### src/rtl/fifo_pair_pkg.sv
package fifo_pair_pkg;

    localparam int DATA_W = 8;
    localparam int TRIG_W = 8;
    localparam int STAT_W = 14;

    typedef enum logic [2:0] {
        SEL_IEN   = 3'd0,
        SEL_STAT  = 3'd1,
        SEL_CTRL  = 3'd2,
        SEL_LEVEL = 3'd3,
        SEL_TXD   = 3'd4,
        SEL_RXD   = 3'd5
    } reg_sel_e;

    localparam int S_RX_READY = 0;
    localparam int S_RX_EMPTY = 1;
    localparam int S_RX_FULL  = 2;
    localparam int S_TX_REQ   = 4;
    localparam int S_TX_EMPTY = 5;
    localparam int S_TX_FULL  = 6;
    localparam int S_RX_OVF   = 8;
    localparam int S_RX_UDF   = 9;
    localparam int S_TX_OVF   = 10;
    localparam int S_TX_UDF   = 11;
    localparam int S_DONE     = 12;
    localparam int S_CS_REL   = 13;

    localparam logic [STAT_W-1:0] STAT_IMPL = 14'h3F77;

    typedef struct packed {
        logic              tx_rst;
        logic [TRIG_W-1:0] tx_trig;
        logic              rx_rst;
        logic [TRIG_W-1:0] rx_trig;
    } fifo_ctrl_t;

    typedef struct packed {
        logic full;
        logic empty;
        logic ovf;
        logic udf;
    } fifo_evt_t;

    function automatic logic [31:0] ctrl_word(fifo_ctrl_t c);
        return {c.tx_rst, 7'b0, c.tx_trig, c.rx_rst, 7'b0, c.rx_trig};
    endfunction

    function automatic logic [31:0] level_word(logic [TRIG_W-1:0] rxc,
                                               logic [TRIG_W-1:0] txc);
        return {8'b0, txc, 8'b0, rxc};
    endfunction

endpackage

### src/rtl/byte_fifo.sv
module byte_fifo
    import fifo_pair_pkg::*;
#(
    parameter int WIDTH = 8,
    parameter int DEPTH = 64,
    localparam int AW = $clog2(DEPTH),
    localparam int CW = $clog2(DEPTH + 1)
) (
    input  logic             clk,
    input  logic             rst,
    input  logic             clr,
    input  logic             push,
    input  logic [WIDTH-1:0] push_data,
    input  logic             pop,
    output logic [WIDTH-1:0] head,
    output logic [CW-1:0]    count,
    output fifo_evt_t        evt
);
    localparam bit POW2 = (DEPTH & (DEPTH - 1)) == 0;

    logic [WIDTH-1:0] mem [DEPTH];
    logic [AW-1:0]    wr_ptr, rd_ptr, wr_next, rd_next;
    logic             is_full, is_empty, do_push, do_pop;

    assign is_full  = (count == CW'(DEPTH));
    assign is_empty = (count == '0);
    assign do_push  = push && !is_full;
    assign do_pop   = pop && !is_empty;

    generate
        if (POW2) begin : g_wrap_free
            assign wr_next = wr_ptr + 1'b1;
            assign rd_next = rd_ptr + 1'b1;
        end else begin : g_wrap_cmp
            assign wr_next = (wr_ptr == AW'(DEPTH - 1)) ? '0 : wr_ptr + 1'b1;
            assign rd_next = (rd_ptr == AW'(DEPTH - 1)) ? '0 : rd_ptr + 1'b1;
        end
    endgenerate

    always_ff @(posedge clk) begin
        if (rst || clr) begin
            wr_ptr <= '0;
            rd_ptr <= '0;
            count  <= '0;
        end else begin
            if (do_push) wr_ptr <= wr_next;
            if (do_pop)  rd_ptr <= rd_next;
            count <= count + CW'(do_push) - CW'(do_pop);
        end
    end

    always_ff @(posedge clk) begin
        if (do_push && !clr) mem[wr_ptr] <= push_data;
    end

    assign head      = is_empty ? '0 : mem[rd_ptr];
    assign evt.full  = is_full;
    assign evt.empty = is_empty;
    assign evt.ovf   = push && is_full;
    assign evt.udf   = pop && is_empty;
endmodule

### src/rtl/irq_status.sv
module irq_status
    import fifo_pair_pkg::*;
(
    input  logic              clk,
    input  logic              rst,
    input  logic [STAT_W-1:0] cond,
    input  logic [STAT_W-1:0] clr_mask,
    input  logic              en_we,
    input  logic [STAT_W-1:0] en_wdata,
    output logic [STAT_W-1:0] status,
    output logic [STAT_W-1:0] enable,
    output logic              irq
);
    always_ff @(posedge clk) begin
        if (rst) begin
            status <= '0;
            enable <= '0;
            irq    <= 1'b0;
        end else begin
            status <= (status & ~clr_mask) | cond;
            if (en_we) enable <= en_wdata & STAT_IMPL;
            irq <= |(status & enable);
        end
    end
endmodule

### src/rtl/fifo_pair_regs.sv
module fifo_pair_regs
    import fifo_pair_pkg::*;
#(
    parameter int DEPTH = 64,
    localparam int CW = $clog2(DEPTH + 1)
) (
    input  logic              clk,
    input  logic              rst,
    input  logic              reg_wr,
    input  logic              reg_rd,
    input  logic [2:0]        reg_addr,
    input  logic [31:0]       reg_wdata,
    output logic [31:0]       reg_rdata,
    input  logic              eng_tx_pop,
    output logic [DATA_W-1:0] eng_tx_data,
    input  logic              eng_rx_push,
    input  logic [DATA_W-1:0] eng_rx_data,
    input  logic              eng_done,
    input  logic              eng_cs_release,
    output logic              irq
);
    fifo_ctrl_t        ctrl_q;
    logic              tx_pend, rx_pend;
    logic [CW-1:0]     tx_count, rx_count;
    logic [TRIG_W-1:0] tx_cnt8, rx_cnt8;
    logic [DATA_W-1:0] rx_head;
    fifo_evt_t         tx_evt, rx_evt;
    logic [STAT_W-1:0] cond, clr_mask, status, enable;
    logic              wr_ctrl, wr_txd, rd_rxd;
    logic              tx_full, rx_empty;
    logic              unused_wbits;

    assign wr_ctrl  = reg_wr && (reg_addr == SEL_CTRL);
    assign wr_txd   = reg_wr && (reg_addr == SEL_TXD);
    assign rd_rxd   = reg_rd && (reg_addr == SEL_RXD);
    assign tx_pend  = ctrl_q.tx_rst;
    assign rx_pend  = ctrl_q.rx_rst;
    assign unused_wbits = ^{reg_wdata[30:24], reg_wdata[14]};

    always_ff @(posedge clk) begin
        if (rst) begin
            ctrl_q <= '0;
        end else begin
            ctrl_q.tx_rst <= 1'b0;
            ctrl_q.rx_rst <= 1'b0;
            if (wr_ctrl) begin
                ctrl_q.tx_trig <= reg_wdata[23:16];
                ctrl_q.rx_trig <= reg_wdata[7:0];
                ctrl_q.tx_rst  <= reg_wdata[31];
                ctrl_q.rx_rst  <= reg_wdata[15];
            end
        end
    end

    byte_fifo #(.WIDTH(DATA_W), .DEPTH(DEPTH)) u_txq (
        .clk(clk), .rst(rst), .clr(tx_pend),
        .push(wr_txd), .push_data(reg_wdata[DATA_W-1:0]),
        .pop(eng_tx_pop), .head(eng_tx_data),
        .count(tx_count), .evt(tx_evt)
    );

    byte_fifo #(.WIDTH(DATA_W), .DEPTH(DEPTH)) u_rxq (
        .clk(clk), .rst(rst), .clr(rx_pend),
        .push(eng_rx_push), .push_data(eng_rx_data),
        .pop(rd_rxd), .head(rx_head),
        .count(rx_count), .evt(rx_evt)
    );

    assign tx_cnt8  = TRIG_W'(tx_count);
    assign rx_cnt8  = TRIG_W'(rx_count);
    assign tx_full  = tx_evt.full;
    assign rx_empty = rx_evt.empty;

    always_comb begin
        cond             = '0;
        cond[S_RX_READY] = rx_cnt8 >= ctrl_q.rx_trig;
        cond[S_RX_EMPTY] = rx_evt.empty;
        cond[S_RX_FULL]  = rx_evt.full;
        cond[S_TX_REQ]   = tx_cnt8 <= ctrl_q.tx_trig;
        cond[S_TX_EMPTY] = tx_evt.empty;
        cond[S_TX_FULL]  = tx_evt.full;
        cond[S_RX_OVF]   = rx_evt.ovf;
        cond[S_RX_UDF]   = rx_evt.udf;
        cond[S_TX_OVF]   = tx_evt.ovf;
        cond[S_TX_UDF]   = tx_evt.udf;
        cond[S_DONE]     = eng_done;
        cond[S_CS_REL]   = eng_cs_release;
    end

    assign clr_mask = (reg_wr && (reg_addr == SEL_STAT)) ? reg_wdata[STAT_W-1:0] : '0;

    irq_status u_irq (
        .clk(clk), .rst(rst), .cond(cond), .clr_mask(clr_mask),
        .en_we(reg_wr && (reg_addr == SEL_IEN)),
        .en_wdata(reg_wdata[STAT_W-1:0]),
        .status(status), .enable(enable), .irq(irq)
    );

    always_comb begin
        reg_rdata = '0;
        if (reg_rd) begin
            case (reg_addr)
                SEL_IEN:   reg_rdata = {{(32-STAT_W){1'b0}}, enable};
                SEL_STAT:  reg_rdata = {{(32-STAT_W){1'b0}}, status};
                SEL_CTRL:  reg_rdata = ctrl_word(ctrl_q);
                SEL_LEVEL: reg_rdata = level_word(rx_cnt8, tx_cnt8);
                SEL_RXD:   reg_rdata = {{(32-DATA_W){1'b0}}, rx_head};
                default:   reg_rdata = '0;
            endcase
        end
    end
endmodule

### config.mk
export PLATFORM = sky130hd
export DESIGN_NAME = fifo_pair_regs
export DESIGN_NICKNAME = d
export VERILOG_FILES = /design/src/rtl/fifo_pair_pkg.sv /design/src/rtl/byte_fifo.sv /design/src/rtl/irq_status.sv /design/src/rtl/fifo_pair_regs.sv
export SDC_FILE = /design/constraint.sdc
export NUM_CORES = 1
export LEC_CHECK = 0
export BUFFER_PORTS_ARGS = -buffer_cell sky130_fd_sc_hd__clkbuf_2
export CORE_MARGIN = 1
export CORE_UTILIZATION = 35
export CTS_CLUSTER_DIAMETER = 200
export DETAILED_ROUTE_END_ITERATION = 6
export GPL_TIMING_DRIVEN = 0
export SYNTH_ARGS = -nofsm -noshare
export SYNTH_HDL_FRONTEND = slang
export SYNTH_SLANG_ARGS = --single-unit
### constraint.sdc
create_clock -name clk -period 4.52 [get_ports clk]
set_input_delay 0.226 -clock clk [delete_from_list [all_inputs] [get_ports clk]]
set_output_delay 0.226 -clock clk [all_outputs]
set_load 0.05 [all_outputs]
==> impl_metrics.yaml <==
run_status:
  outcome: "finished, final reports clean"
setup_path:
  cpPeakStageDelay_ns: 0.46
  critPathLaunchType: "register"
  r2r-end: "u_txq.mem[6][7]"
  cp.arrival_ns: 4.22
  critical_path_class: "register to output port"
  reg2reg_slack_ns: 0.46
  worst_ep_required_time_ns: 4.29
  path_buf_inv: 5
  rr_startpoint: "u_txq.count[4]"
  crit_fanout: 10
  end_kind: "output port"
  slowest_stage: "dfxtp_1"
  critical_path.cell_chain: "buf_2, buf_6, buf_6, nor2_2, buf_2, a221oi_1, o22ai_2, a2111oi_4, a211o_1, clkbuf_4"
  reg2regPathDepth: 9
  cp_top_family: "compound AO/OA/AOI/OAI gates"
synthesis:
  yosys-top-cells-area: "edfxtp_1, mux4_2, dfxtp_1, mux2i_1, nor2_1"
  synth_seq_cells: 1119
  ys_types: 56
  synth_edf_count: 1024
  synth_warnings: 0
  seq_area_frac_synth_pct: 73.5
  synth_flop_cell: "edfxtp_1"
  synthArstFlopShare_pct: 0
  yosys.area.top_type_share_pct: 69.2
  yosysTopAreaCell: "edfxtp_1"
  synth_area_um2: 44500
  avgSynthCellArea_um2: 18.8
  syn-instance-count: 2368
cts:
  clock-sinks: 1119
  clock_latency_ns: 0.72
  cts_tree: "yes"
  post_cts_buffers: 0
  cts_buffers: 109
  cts_max_path_buffers: 3
  cts.htree.levels: 3
  clkSlewWorstSetupHoldPaths_ns: 0.07
  root_buffer: "clkbuf_16"
drt:
  ant_nets: 0
  drt-initial-drc-count: 2824
  wl_per_cell_um: 26.3
  wirelength_um: 114000
  via_per_inst: 5.39
  via_count: 23400
  drc_errors: 0
  first_pass_iters: 5
timing:
  finalSetupViolations: 0
  maxSlewViolCount: 0
  hold_violations: 0
  timing.final.ws_setup_ns: 0.0750
  relSlewSlack_pct: 8.42
  worst_pin_slew_ns: 1.37
  period_minus_slack_ns: 4.45
  finalCritPeriodShare_pct: 98.3
  fin_skew_ns: 0.0444
  max_freq_mhz: 225
  rsz0062_at_grt: "false"
  finalSetupTns_ns: 0
final_layout:
  nFillCells: 11100
  area_growth_pct: 14.8
  antenna_cells: 0
  multi_input_area_um2: 11100
  nets: 2690
  layout-drive-gt1-share_pct: 21.3
  ff_latch_area_um2: 32700
floorplanning:
  rows: 130
  coreArea_um2: 126000
  die_h_um: 358
  io-pin-count: 92
  floorplan.initialDensity_pct: 35.4
  dieArea_um2: 128000
  die_w_um: 358
power_and_ir_drop:
  total_power_w: 0.0238
  leakage_nw: 15.7
  max-vdd-ir-drop_mv: 0.336
  powerDensity_nw_per_um2: 467
global_routing:
  grt_max_degree: 68
  grt_use_total_pct: 17.8
  grt_pass1_wl_um: 165000
  overflow: 0
  grt_pass1_vias: 23700
  antenna_found_initial: 1
placed_design:
  pre_cts_ws_ns: 0.156
  portBuffers: 74
  dp_hpwl_um: 73100
  routabilityCongestion: 0.862
hold_path:
  min_path_cells: 1
  hold_start: "eng_rx_data[3]"
  min_path_type: "primary input to register"
  min_to: "u_rxq.mem[63][3]"
job:
  drv_cap: 0
## metrics by stage
stage          util [%]  std cells  hold WS, ns  cell area (um^2)
6_report           40.6       4341       0.0466             51000
5_1_grt            40.6       4341       0.0309             51000
3_3_place_gp       37.3       4099        0.438             46900
3_5_place_dp       37.3       4100        0.446             46900
2_1_floorplan         -       2375        0.314             44500
4_1_cts            40.4       4329       0.0744             50800
## flip-flops by register name (all words and copies together), names as in the netlist, named ones only
register / flops
u_irq.irq: 1
u_txq.mem: 512
u_txq.count: 7
u_irq.status: 14
u_rxq.wr_ptr: 6
u_txq.rd_ptr: 6
u_txq.wr_ptr: 6
tx_pend: 1
u_rxq.mem: 512
u_irq.enable: 12
u_rxq.count: 7
rx_pend: 1
ctrl_q: 16
u_rxq.rd_ptr: 6
## Yosys cell counts (all sizes together), types with 4 or more instances
master / count
ha: 36
xnor2: 10
clkbuf: 50
a21oi: 65
a211oi: 11
buf: 76
a32oi: 5
nor3b: 9
a21o: 6
o21bai: 4
nand3: 11
dfxtp: 95
edfxtp: 1024
xor2: 17
nor3: 4
nand2: 116
nand3b: 5
a22oi: 32
o22ai: 11
nor2b: 32
a211o: 9
a2111oi: 10
mux4: 252
nand4: 9
a221oi: 16
o21ai: 20
and2: 5
inv: 37
a22o: 15
nor2: 202
or3: 6
mux2i: 128
nand2b: 12
## worst reg2reg max path, cell delays in order (launching register included)
cell,delay (ns)
dfxtp_1,0.43
inv_1,0.11
ha_1,0.22
nor4bb_1,0.17
nand2_1,0.10
and2_1,0.14
clkbuf_1,0.36
nor3b_1,0.51
nand3_1,0.70
nor2_1,0.92
## worst max path at each step
| stage | endpoint | slack, ns | cells past startpoint |
|---|---|---|---|
| after global routing | reg_rdata[3] | 0.001 | 10 |
| after detailed placement | reg_rdata[5] | 0.16 | 10 |
| final | reg_rdata[5] | 0.07 | 10 |
| after floorplan | reg_rdata[3] | 1.02 | 7 |
| after global placement | reg_rdata[1] | -0.32 | 9 |
| after CTS | reg_rdata[3] | -0.0007 | 10 |
## cells in the final DEF (no fill, tap or decap), drive strengths merged, types with 5 or more instances in the layout
cell type and instances:
ha 36, xor2 17, or3 6, xnor2 10, a22oi 32, o21ai 20, inv 40, nor2b 32
clkinv 41, a21o 6, nor2 202, buf 93, nor3b 9, nand4 9, mux2i 128, nand2b 12
dlygate4sd3 33, edfxtp 1024, a21oi 65, a22o 15, and2 5, nand3 11, mux4 252, clkbuf 260
a221oi 16, nand2 116, a211oi 11, nand3b 5, a2111oi 10, bufinv 6, a211o 9, dfxtp 95
conb 8, a32oi 5, o22ai 11
## cell families after synthesis
logic type      Yosys count  synth area share, %
flops                  1119                 73.5
fa+ha+maj                38                 1.10
compound gates          215                 3.28
simple gates            422                 4.19
mux                     383                 15.7
other cells               1              0.00844
buf+inv                 163                 1.70
xor+xnor                 27                0.532
## layout make-up
cell class	instances	share of cell area, %
Clock inverter	54	0.947
Clock buffer	147	5.85
Multi-Input combinational cell	1093	21.8
Buffer	124	1.30
Tap cell	1650	4.05
Timing Repair Buffer	117	1.76
Inverter	37	0.272
Sequential cell	1119	64.0
## routing by layer
layer	up-vias	global-route usage (%)	share of wire (%)
met5	-	0	0
met4	0	4.60	2.4
met3	179	3.15	7.0
met2	983	30.7	51
met1	12200	23.3	40
li1	9978	-	-
## power breakdown
group	internal [W]	total, W	switching [W]
Combinational	0.00137	0.00338	0.00201
Sequential	0.0114	0.0116	0.000134
Clock	0.00498	0.00890	0.00391
Total	0.0178	0.0238	0.00605
## timing repair
| action | 4_1_cts | 5_1_grt |
|---|---|---|
| setup endpoints to repair | 13 | 8 |
| hold endpoints to repair | 23 | 37 |
| hold buffers | 30 | 3 |
| resized for setup | 28 | 10 |
| gates cloned | 0 | 0 |
No activity file was read; power rests on OpenSTA's default activity.
